`config.mk`:
```
export PLATFORM = sky130hd
export DESIGN_NAME = pi_tri_loop
export DESIGN_NICKNAME = d
export VERILOG_FILES = /design/src/rtl/pi_share_pkg.sv /design/src/rtl/pi_mul.sv /design/src/rtl/pi_arb.sv /design/src/rtl/pi_tri_loop.sv
export SDC_FILE = /design/constraint.sdc
export NUM_CORES = 2
export LEC_CHECK = 0
export CAP_MARGIN = 20
export CELL_PAD_IN_SITES_DETAIL_PLACEMENT = 1
export CELL_PAD_IN_SITES_GLOBAL_PLACEMENT = 1
export CORE_AREA = 8 8 251 253
export DETAILED_ROUTE_END_ITERATION = 6
export DIE_AREA = 0 0 259 261
export DONT_BUFFER_PORTS = 1
export GPL_TIMING_DRIVEN = 0
export PLACE_DENSITY = 0.93
export SKIP_CTS_REPAIR_TIMING = 1
export SYNTH_ARGS = -nofsm -noshare
export SYNTH_HDL_FRONTEND = slang
export SYNTH_SLANG_ARGS = --single-unit
```
`constraint.sdc`:
```
create_clock -name clk -period 8.7 [get_ports clk]
set_input_delay 0.435 -clock clk [delete_from_list [all_inputs] [get_ports clk]]
set_output_delay 0.435 -clock clk [all_outputs]
set_load 0.02 [all_outputs]
```
`src/rtl/pi_share_pkg.sv`:
```
package pi_share_pkg;
  localparam int NLOOP  = 3;
  localparam int LP_SPD = 0;
  localparam int LP_ID  = 1;
  localparam int LP_IQ  = 2;

  typedef enum logic [1:0] {
    ST_IDLE,
    ST_MULP,
    ST_MULI,
    ST_UPD
  } seq_st_t;
endpackage

```
`src/rtl/pi_mul.sv`:
```
module pi_mul #(
  parameter int DW  = 16,
  parameter int LAT = 2
) (
  input  logic                   clk,
  input  logic signed [DW-1:0]   a_i,
  input  logic signed [DW-1:0]   b_i,
  output logic signed [2*DW-1:0] p_o
);
  localparam int PW = 2 * DW;

  logic signed [PW-1:0] stg [LAT];

  always_ff @(posedge clk) begin
    stg[0] <= a_i * b_i;
    for (int j = LAT - 1; j > 0; j--) stg[j] <= stg[j-1];
  end

  assign p_o = stg[LAT-1];
endmodule

```
`src/rtl/pi_arb.sv`:
```
module pi_arb #(
  parameter int N  = 3,
  parameter int IW = $clog2(N)
) (
  input  logic          clk,
  input  logic          rst,
  input  logic          clr_i,
  input  logic [N-1:0]  req_i,
  input  logic          take_i,
  output logic          any_o,
  output logic [IW-1:0] idx_o
);
  logic [N-1:0] pend;
  logic [N-1:0] mask;

  always_comb begin
    any_o = |pend;
    idx_o = '0;
    for (int k = N - 1; k >= 0; k--) if (pend[k]) idx_o = IW'(k);
  end

  assign mask = take_i ? (N'(1) << idx_o) : '0;

  always_ff @(posedge clk) begin
    if (rst || clr_i) pend <= '0;
    else              pend <= (pend & ~mask) | req_i;
  end

  // a pending request survives until it is taken or cleared
  p_keep_r6: assert property (@(posedge clk) disable iff (rst)
    (!clr_i && !take_i) |=> ((pend & $past(pend)) == $past(pend)));

  // the speed request wins whenever it is pending at a grant
  p_prio_r6: assert property (@(posedge clk) disable iff (rst)
    (take_i && pend[0]) |-> (idx_o == '0));

  // clear empties every pending request
  p_clr_pend_r8: assert property (@(posedge clk) disable iff (rst)
    clr_i |=> (pend == '0));
endmodule

```
`src/rtl/pi_tri_loop.sv`:
```
module pi_tri_loop
  import pi_share_pkg::*;
#(
  parameter int DW      = 16,
  parameter int AW      = 32,
  parameter int MUL_LAT = 2
) (
  input  logic                       clk,
  input  logic                       rst,
  input  logic                       clr_i,
  input  logic                       spd_en_i,
  input  logic                       cur_en_i,
  input  logic [NLOOP-1:0]           start_i,
  input  logic [NLOOP-1:0][DW-1:0]   ref_i,
  input  logic [NLOOP-1:0][DW-1:0]   fb_i,
  input  logic [NLOOP-1:0][DW-1:0]   kp_i,
  input  logic [NLOOP-1:0][DW-1:0]   ki_i,
  input  logic [NLOOP-1:0][DW-1:0]   init_i,
  input  logic [DW-1:0]              spd_hi_i,
  input  logic [DW-1:0]              spd_lo_i,
  input  logic [DW-1:0]              cur_hi_i,
  input  logic [DW-1:0]              cur_lo_i,
  output logic [NLOOP-1:0]           done_o,
  output logic [NLOOP-1:0][DW-1:0]   y_o
);
  localparam int FRAC = DW - 1;
  localparam int PW   = 2 * DW;
  localparam int IW   = $clog2(NLOOP);
  localparam int CW   = $clog2(MUL_LAT + 1);
  localparam logic signed [DW:0] E_MAX = (DW+1)'((1 << (DW-1)) - 1);
  localparam logic signed [DW:0] E_MIN = (DW+1)'(-(1 << (DW-1)));

  seq_st_t              st;
  logic [IW-1:0]        sel;
  logic [CW-1:0]        cnt;
  logic signed [DW-1:0] err;
  logic signed [AW-1:0] pterm, iinc;
  logic signed [AW-1:0] integ [NLOOP];
  logic                 any_req, take;
  logic [IW-1:0]        gidx;
  logic [NLOOP-1:0]     en_v;

  assign en_v = {{(NLOOP-1){cur_en_i}}, spd_en_i};
  assign take = (st == ST_IDLE) && any_req;

  pi_arb #(.N(NLOOP), .IW(IW)) u_arb (
    .clk    (clk),
    .rst    (rst),
    .clr_i  (clr_i),
    .req_i  (start_i),
    .take_i (take),
    .any_o  (any_req),
    .idx_o  (gidx)
  );

  // Saturated error of the loop about to be granted
  logic signed [DW:0]   diff;
  logic signed [DW-1:0] err_sat;
  always_comb begin
    diff = (DW+1)'($signed(ref_i[gidx])) - (DW+1)'($signed(fb_i[gidx]));
    if (diff > E_MAX)      err_sat = E_MAX[DW-1:0];
    else if (diff < E_MIN) err_sat = E_MIN[DW-1:0];
    else                   err_sat = diff[DW-1:0];
  end

  // Single shared multiplier: Kp in the first pass, Ki in the second
  logic signed [DW-1:0] mul_a;
  logic signed [PW-1:0] prod;
  logic signed [AW-1:0] prod_q;
  assign mul_a  = (st == ST_MULI) ? $signed(ki_i[sel]) : $signed(kp_i[sel]);
  assign prod_q = AW'(prod >>> FRAC);

  pi_mul #(.DW(DW), .LAT(MUL_LAT)) u_mul (
    .clk (clk),
    .a_i (mul_a),
    .b_i (err),
    .p_o (prod)
  );

  // Update, clamp, anti-windup and bypass
  logic signed [AW-1:0] lim_hi, lim_lo, isum, ysum, init_w, y_new, i_new;
  logic                 en_sel;
  always_comb begin
    lim_hi = (sel == IW'(LP_SPD)) ? AW'($signed(spd_hi_i)) : AW'($signed(cur_hi_i));
    lim_lo = (sel == IW'(LP_SPD)) ? AW'($signed(spd_lo_i)) : AW'($signed(cur_lo_i));
    en_sel = en_v[sel];
    init_w = AW'($signed(init_i[sel]));
    isum   = integ[sel] + iinc;
    ysum   = pterm + isum;
    if (!en_sel) begin
      y_new = init_w;
      i_new = init_w - pterm;
    end else if (ysum > lim_hi) begin
      y_new = lim_hi;
      i_new = lim_hi - pterm;
    end else if (ysum < lim_lo) begin
      y_new = lim_lo;
      i_new = lim_lo - pterm;
    end else begin
      y_new = ysum;
      i_new = isum;
    end
  end

  // Sequencer
  always_ff @(posedge clk) begin
    if (rst || clr_i) begin
      st    <= ST_IDLE;
      sel   <= '0;
      cnt   <= '0;
      err   <= '0;
      pterm <= '0;
      iinc  <= '0;
    end else begin
      case (st)
        ST_IDLE: if (any_req) begin
          sel <= gidx;
          err <= err_sat;
          cnt <= '0;
          st  <= ST_MULP;
        end
        ST_MULP: if (cnt == CW'(MUL_LAT)) begin
          pterm <= prod_q;
          cnt   <= '0;
          st    <= ST_MULI;
        end else cnt <= cnt + 1'b1;
        ST_MULI: if (cnt == CW'(MUL_LAT)) begin
          iinc <= prod_q;
          cnt  <= '0;
          st   <= ST_UPD;
        end else cnt <= cnt + 1'b1;
        default: st <= ST_IDLE;
      endcase
    end
  end

  // Per-loop state and registered outputs
  always_ff @(posedge clk) begin
    if (rst || clr_i) begin
      done_o <= '0;
      for (int k = 0; k < NLOOP; k++) begin
        integ[k] <= '0;
        y_o[k]   <= '0;
      end
    end else begin
      done_o <= (st == ST_UPD) ? (NLOOP'(1) << sel) : '0;
      for (int k = 0; k < NLOOP; k++) begin
        if (st == ST_UPD && sel == IW'(k)) begin
          integ[k] <= i_new;
          y_o[k]   <= y_new[DW-1:0];
        end else if (!en_v[k]) begin
          y_o[k] <= init_i[k];
        end
      end
    end
  end

  // never two loops completing together
  p_one_done_r4: assert property (@(posedge clk) disable iff (rst)
    $onehot0(done_o));

  // every done is a single-cycle pulse
  for (genvar g = 0; g < NLOOP; g++) begin : g_pulse
    p_pulse_r4: assert property (@(posedge clk) disable iff (rst)
      done_o[g] |=> !done_o[g]);
  end

  // an enabled speed result lies inside the speed limits
  p_clamp_spd_r2: assert property (@(posedge clk) disable iff (rst)
    (done_o[LP_SPD] && $past(spd_en_i)) |->
      ($signed(y_o[LP_SPD]) <= $signed($past(spd_hi_i)) &&
       $signed(y_o[LP_SPD]) >= $signed($past(spd_lo_i))));

  // an enabled q-axis result lies inside the shared current limits
  p_clamp_iq_r2: assert property (@(posedge clk) disable iff (rst)
    (done_o[LP_IQ] && $past(cur_en_i)) |->
      ($signed(y_o[LP_IQ]) <= $signed($past(cur_hi_i)) &&
       $signed(y_o[LP_IQ]) >= $signed($past(cur_lo_i))));

  // a disabled speed loop follows its init value one cycle later
  p_bypass_r5: assert property (@(posedge clk) disable iff (rst)
    (!$past(rst) && !$past(clr_i) && !$past(spd_en_i)) |->
      (y_o[LP_SPD] == $past(init_i[LP_SPD])));

  // clear aborts without a completion pulse
  p_clr_done_r8: assert property (@(posedge clk) disable iff (rst)
    clr_i |=> (done_o == '0));
endmodule

```
### Word level (Yosys, flattened, before mapping)

Memory sizes are Yosys's and may differ from the RTL's. A register that Yosys moved wholly into a read port is not among the register bits.
Index checks and enable logic that the tools add are counted.
Widths: inputs -> output; s select.

| cells by class | value |
|---|---|
| order comparisons | 6 |
| shifts and indexed selects | 2 |
| reductions and logical operators | 16 |
| add/subtract/negate cells | 7 |
| equality and inequality tests | 12 |
| muxes and demuxes | 56 |
| $mul | 1 |
| bitwise gates (word level) | 7 |

Operator list:

| cell | number |
|---|---|
| $mux 16 | 17 |
| $mux 32 | 8 |
| $bmux 16 s2 | 5 |
| $sub 32x17->32 | 2 |
| $add 17x32->32 | 1 |
| $add 32x17->32 | 1 |
| $gt 32x32->1 | 1 |
| $lt 32x32->1 | 1 |
| $mul 16x16->32 | 1 |
| $mux 2 | 10 |
| $sub 16x17->18 | 1 |
| $gt 17x16->1 const B | 1 |
| $lt 17x16->1 const B | 1 |
| $sub 16x16->17 | 1 |
| $mux 1 | 12 |
| $eq 2x2->1 const B | 4 |
| $ne 2x1->1 const B | 4 |
| $reduce_and 2->1 | 4 |
| $lt 2x3->1 const B | 2 |
| $pmux 2 s3 | 1 |
| $shl 1x2->3 const A | 2 |
| $eq 2x1->1 const B | 2 |
| $logic_and 1x1->1 | 4 |
| $logic_not 2->1 | 2 |
| 15 further kinds | 19 |

| word-level totals | value |
|---|---|
| input port bits | 312 |
| flip-flop bits (word level) | 110 |
| memories | 2 |
| logic and storage cells | 120 |
| bits in writable memories | 160 |
| output and inout bits | 51 |

Memories:

| name | depth | width | read ports | clocked after memory_dff | wr ports | RTL line | RTL |
|---|---|---|---|---|---|---|---|
| integ | 3 | 32 | 1 | 1 | 3 | pi_tri_loop.sv:38 | `logic signed [AW-1:0] integ [NLOOP];` |
| u_mul.stg | 2 | 32 | 2 | 0 | 2 | pi_mul.sv:12 | `logic signed [PW-1:0] stg [LAT];` |

### Logic depth before layout (Yosys ltp)

| depth | value |
|---|---|
| word-level depth | 9 |
| depth in mapped cells | 39 |
| gate-level depth less buffers | 35 |

### Modules after synthesis

Synthesis repeated with hierarchy kept, for this count alone.

| unflattened totals | value |
|---|---|
| cell total of the unflattened synthesis | 3,584 |
| area, all modules | 31,086.1 sq um |

Modules (own cells, without submodules):

| module | area each (sq um) | seq. area each (sq um) | times used | cells each |
|---|---|---|---|---|
| pi_tri_loop | 19,336.0 | 5,064.9 | 1 | 2,338 |
| pi_mul | 11,612.4 | 1,281.2 | 1 | 1,230 |
| pi_arb | 137.6 | 60.1 | 1 | 16 |

### Worst setup path before layout

OpenSTA, ideal clock, no wires.

| path | value |
|---|---|
| path kind | flip-flop to flip-flop |
| from | register sel[0] |
| to | memory u_mul.stg[0][31] in the netlist's numbering |
| data required time | 8,628 ps |
| slack | 1,263 ps |
| clock period less this slack | 7,437 ps |
| path buffers | 4 |
| library setup time | 72 ps |
| arrival time | 7,365 ps |
| cell stages (with the launch flop) | 30 |
| cells stage by stage | dfxtp_1 -> buf_6 -> clkbuf_1 -> buf_2 -> mux2i_1 -> nor2_1 -> a21oi_1 -> a21oi_1 -> clkbuf_1 -> nand2_1 -> fa_1 -> inv_1 -> fa_1 -> fa_1 -> fa_1 -> inv_1 -> fa_1 -> inv_1 -> fa_1 -> ha_1 -> a2111oi_0 -> o21ai_0 -> a2111oi_0 -> a211oi_1 -> a21oi_2 -> a21oi_2 -> a221oi_4 -> o21ai_2 -> a21oi_2 -> xnor2_1 |

RTL lines:

| item | RTL line | RTL |
|---|---|---|
| from (decl) | pi_tri_loop.sv:34 | `logic [IW-1:0] sel;` |
| from (signal assigned) | pi_tri_loop.sv:117 | `sel <= gidx;` |
| to (decl) | pi_mul.sv:12 |  |

==> impl_metrics.py <==
metrics = {
    "pwr": {
        "comb_power_share_pct": 46.8,
        "powerDensity_mw_per_mm2": 159,
        "peakVddDrop_v": 0.000152,
        "power.switching_mw": 2.18,
        "swShare_pct": 42.9,
        "p_int_mw": 2.91,
        "p_leak_nw": 13.6,
        "seq_power_share_pct": 28.0,
        "power_frac_clock_pct": 25.2,
    },
    "sta": {
        "whs_ns": 0.0678,
        "post-route-worst-setup-slack_ns": -0.338,
        "relSlewSlack_pct": 5.11,
        "finalSetupTns_ns": -1.43,
        "fin_skew_ns": 0.0149,
        "fmax_mhz": 111,
        "slew_violations": 0,
        "layout_min_cycle_time_ns": 9.04,
        "post-route-period-util_pct": 104,
        "setup_viol": 7,
        "hold_violations": 0,
        "tightest_slew_ns": 1.38,
    },
    "synth": {
        "syn_inst": 3396,
        "yosysWarnings": 0,
        "synth.yosys.seq_area_share_pct": 19.8,
        "ys.flop_type": "dfxtp_1",
        "synth_edf_count": 96,
        "synth_fp_nets": 4250,
        "ys_types": 84,
        "async_flop_share_pct": 0,
        "synth-seq-cells": 242,
        "synth_area_mm2": 0.0293,
        "syn_area_per_cell_um2": 8.62,
    },
    "setup_path": {
        "end_kind": "flip-flop",
        "rrSetupSlack_ns": -0.34,
        "reg2reg_to": "u_mul.stg[0][31]",
        "endpoint": "u_mul.stg[0][31]",
        "worstPathRequired_ns": 9.20,
        "crit_type": "flip-flop to flip-flop",
        "worst_r2r_path_depth": 24,
        "r2r_start": "sel[0]",
        "crit_path_start_kind": "flip-flop",
        "startpoint": "sel[0]",
        "arrival_ns": 9.54,
        "path_max_fanout": 10,
    },
    "global_route": {
        "grt_max_degree": 33,
        "antenna_found_initial": 14,
        "grt_use_total_pct": 32.8,
        "grt_pass1_vias": 30000,
        "grt_pass1_wl_mm": 173,
        "gr-total-overflow": 0,
    },
    "detailed_routing": {
        "route.met2.wl_mm": 61.2,
        "wl_mm": 132,
        "final_antenna_net_count": 0,
        "wl_met3_mm": 13.9,
        "drt_first_pass_iters": 7,
        "vias_per_cell": 6.89,
        "vias": 29400,
        "post_drt_wl_per_cell_um": 30.9,
        "drt-met1-wl_mm": 43.1,
        "dr.max_layer_used": "met5",
        "drc": 36,
        "initialDrtViolationCount": 3549,
    },
    "place": {
        "gp_congestion": 1.02,
        "place_inst": 4182,
        "io_buffers": 0,
        "hpwl_mm": 94.1,
        "pre_cts_slack_ns": -1.18,
    },
    "finish": {
        "layout.nets": 4305,
        "final_cells": 4265,
        "drive_gt1_share_pct": 6.80,
        "nFillCells": 6939,
        "area.growth.synth_to_final_pct": 9.25,
        "final_common_cell": "nand2_1",
        "final_cell_mix": "423 x nand2_1, 381 x inv_1, 273 x ha_1",
    },
    "die": {
        "die_w_um": 259,
        "row_count": 90,
        "num_io_pins": 363,
        "core_area_mm2": 0.0593,
        "die_area_mm2": 0.0676,
        "start_util_pct": 49.3,
        "die_y_um": 261,
    },
    "cts": {
        "clk_path_buf_depth": 3,
        "cts_buffers": 28,
        "clock_latency_ns": 0.59,
        "clk_pin_slew_ns": 0.07,
        "cts_root_buf": "clkbuf_16",
        "htreeDepth": 1,
        "clock_sinks": 242,
        "cts_tree": "built",
    },
    "run_status": {
        "violations": "DRC, setup timing",
        "outcome": "finished, violations left",
    },
    "worst_hold_path": {
        "hold_class": "primary input to flip-flop",
    },
    "flow_run": {
        "maxCapViolations": 0,
    },
}
-- power by group through the flow --
stage,sequential (mW),combinational (mW),clock (mW)
floorplan,1.37,1.45,0
global route,1.43,2.52,1.32
global placement,1.42,1.88,0
CTS,1.41,2.13,1.27
detailed placement,1.43,2.10,0
finish,1.42,2.38,1.29
-- registers in the layout, summed over array words and instances, names as in the netlist, named ones only --
register,count
integ,96
done_o,3
st,2
pterm,17
cnt,2
y_o,48
sel,2
err,16
u_arb.pend,3
iinc,17
u_mul.stg,34
-- per-stage QoR --
step / total power [mW] / util [%] / area (µm²)
floorplan: 2.82 / - / 29300
global placement: 3.30 / 51.0 / 30200
detailed placement: 3.53 / 51.1 / 30300
CTS: 4.81 / 52.8 / 31300
global route: 5.27 / 53.8 / 31900
finish: 5.09 / 53.9 / 32000
-- per-layer routing --
metal | GRT usage [%] | vias to the layer above
met3 | 7.96 | 1095
li1 | - | 11700
met5 | 0 | -
met4 | 23.0 | 12
met1 | 35.6 | 14200
met2 | 56.2 | 2322
-- critical path, cell delays in order (launching register included) --
cell and delay, ns:
dfxtp_2 0.44, buf_6 0.22, clkbuf_2 0.41, mux2i_1 0.18, nor2_1 0.17, a21oi_1 0.07, a21oi_1 0.60, clkbuf_1 0.48
nand2_1 0.23, inv_1 0.19, fa_1 0.55, fa_1 0.63, inv_1 0.52, fa_1 0.58, fa_1 0.62, fa_1 0.51
fa_1 0.54, inv_1 0.07, ha_1 0.33, and3_1 0.24, a221o_1 0.42, a221oi_4 0.40, o21ai_2 0.14, a21oi_2 0.23
xnor2_1 0.16
-- area by class of cell --
| class | count | area, µm² | share of cell area, % |
|---|---|---|---|
| timing repair buffer | 30 | 298 | 0.932 |
| antenna | 10 | 25.0 | 0.0783 |
| clock inverter | 15 | 173 | 0.540 |
| buffer | 143 | 663 | 2.07 |
| inverter | 382 | 1430 | 4.49 |
| tap | 782 | 978 | 3.06 |
| sequential | 242 | 5810 | 18.2 |
| clock buffer | 37 | 820 | 2.56 |
| multi-input combinational | 2624 | 21800 | 68.1 |
-- synthesized netlist by cell type (all sizes together) (4+ instances only) --
cell	instances	area (µm²)
a221oi	35	324
o21bai	25	191
nor2	185	712
nand4	20	125
and4	9	78.8
nand3	36	180
and3	20	125
o31ai	7	66.3
mux2	15	173
dfxtp	146	2920
xnor2	87	762
fa	267	5350
o21a	33	248
a21o	58	435
nor3b	4	30.0
inv	382	1430
ha	275	3440
edfxtp	96	2880
nor4	5	61.3
o2111ai	5	43.8
xor2	36	315
a211oi	35	263
buf	34	163
or2	9	56.3
a21oi	291	1480
a21boi	9	67.6
o21ai	192	965
nand2	427	1600
clkbuf	114	428
a31oi	25	169
nor3	30	166
o221ai	10	87.6
and2	120	751
o2bb2ai	6	52.6
or3	12	75.1
nand2b	40	250
o22ai	6	43.8
mux2i	198	1980
a2111oi	5	51.3
nand3b	4	30.0
nor2b	29	181
o211ai	18	135
-- cells by family after synthesis --
family | synth area share (%)
DFF | 19.8
muxes | 7.52
AOI/OAI and AO/OA | 16.7
xor gates and xnor gates | 3.68
and+or+nand+nor | 15.4
adders and majority gates | 30.0
buffers and inverters | 6.92
-- worst min path at each step --
stage                     start          endpoint  slack [ns]  cells after the start
2_1_floorplan  u_mul.stg[0][15]  u_mul.stg[0][47]        0.31                      0
3_3_place_gp   u_mul.stg[0][23]  u_mul.stg[0][55]        0.31                      0
3_5_place_dp   u_mul.stg[0][17]  u_mul.stg[0][49]        0.32                      0
4_1_cts              start_i[2]     u_arb.pend[2]       -0.05                      2
5_1_grt              init_i[43]           y_o[43]        0.08                      2
6_report             init_i[43]           y_o[43]        0.07                      2
Power figures use the tool's default switching activity.
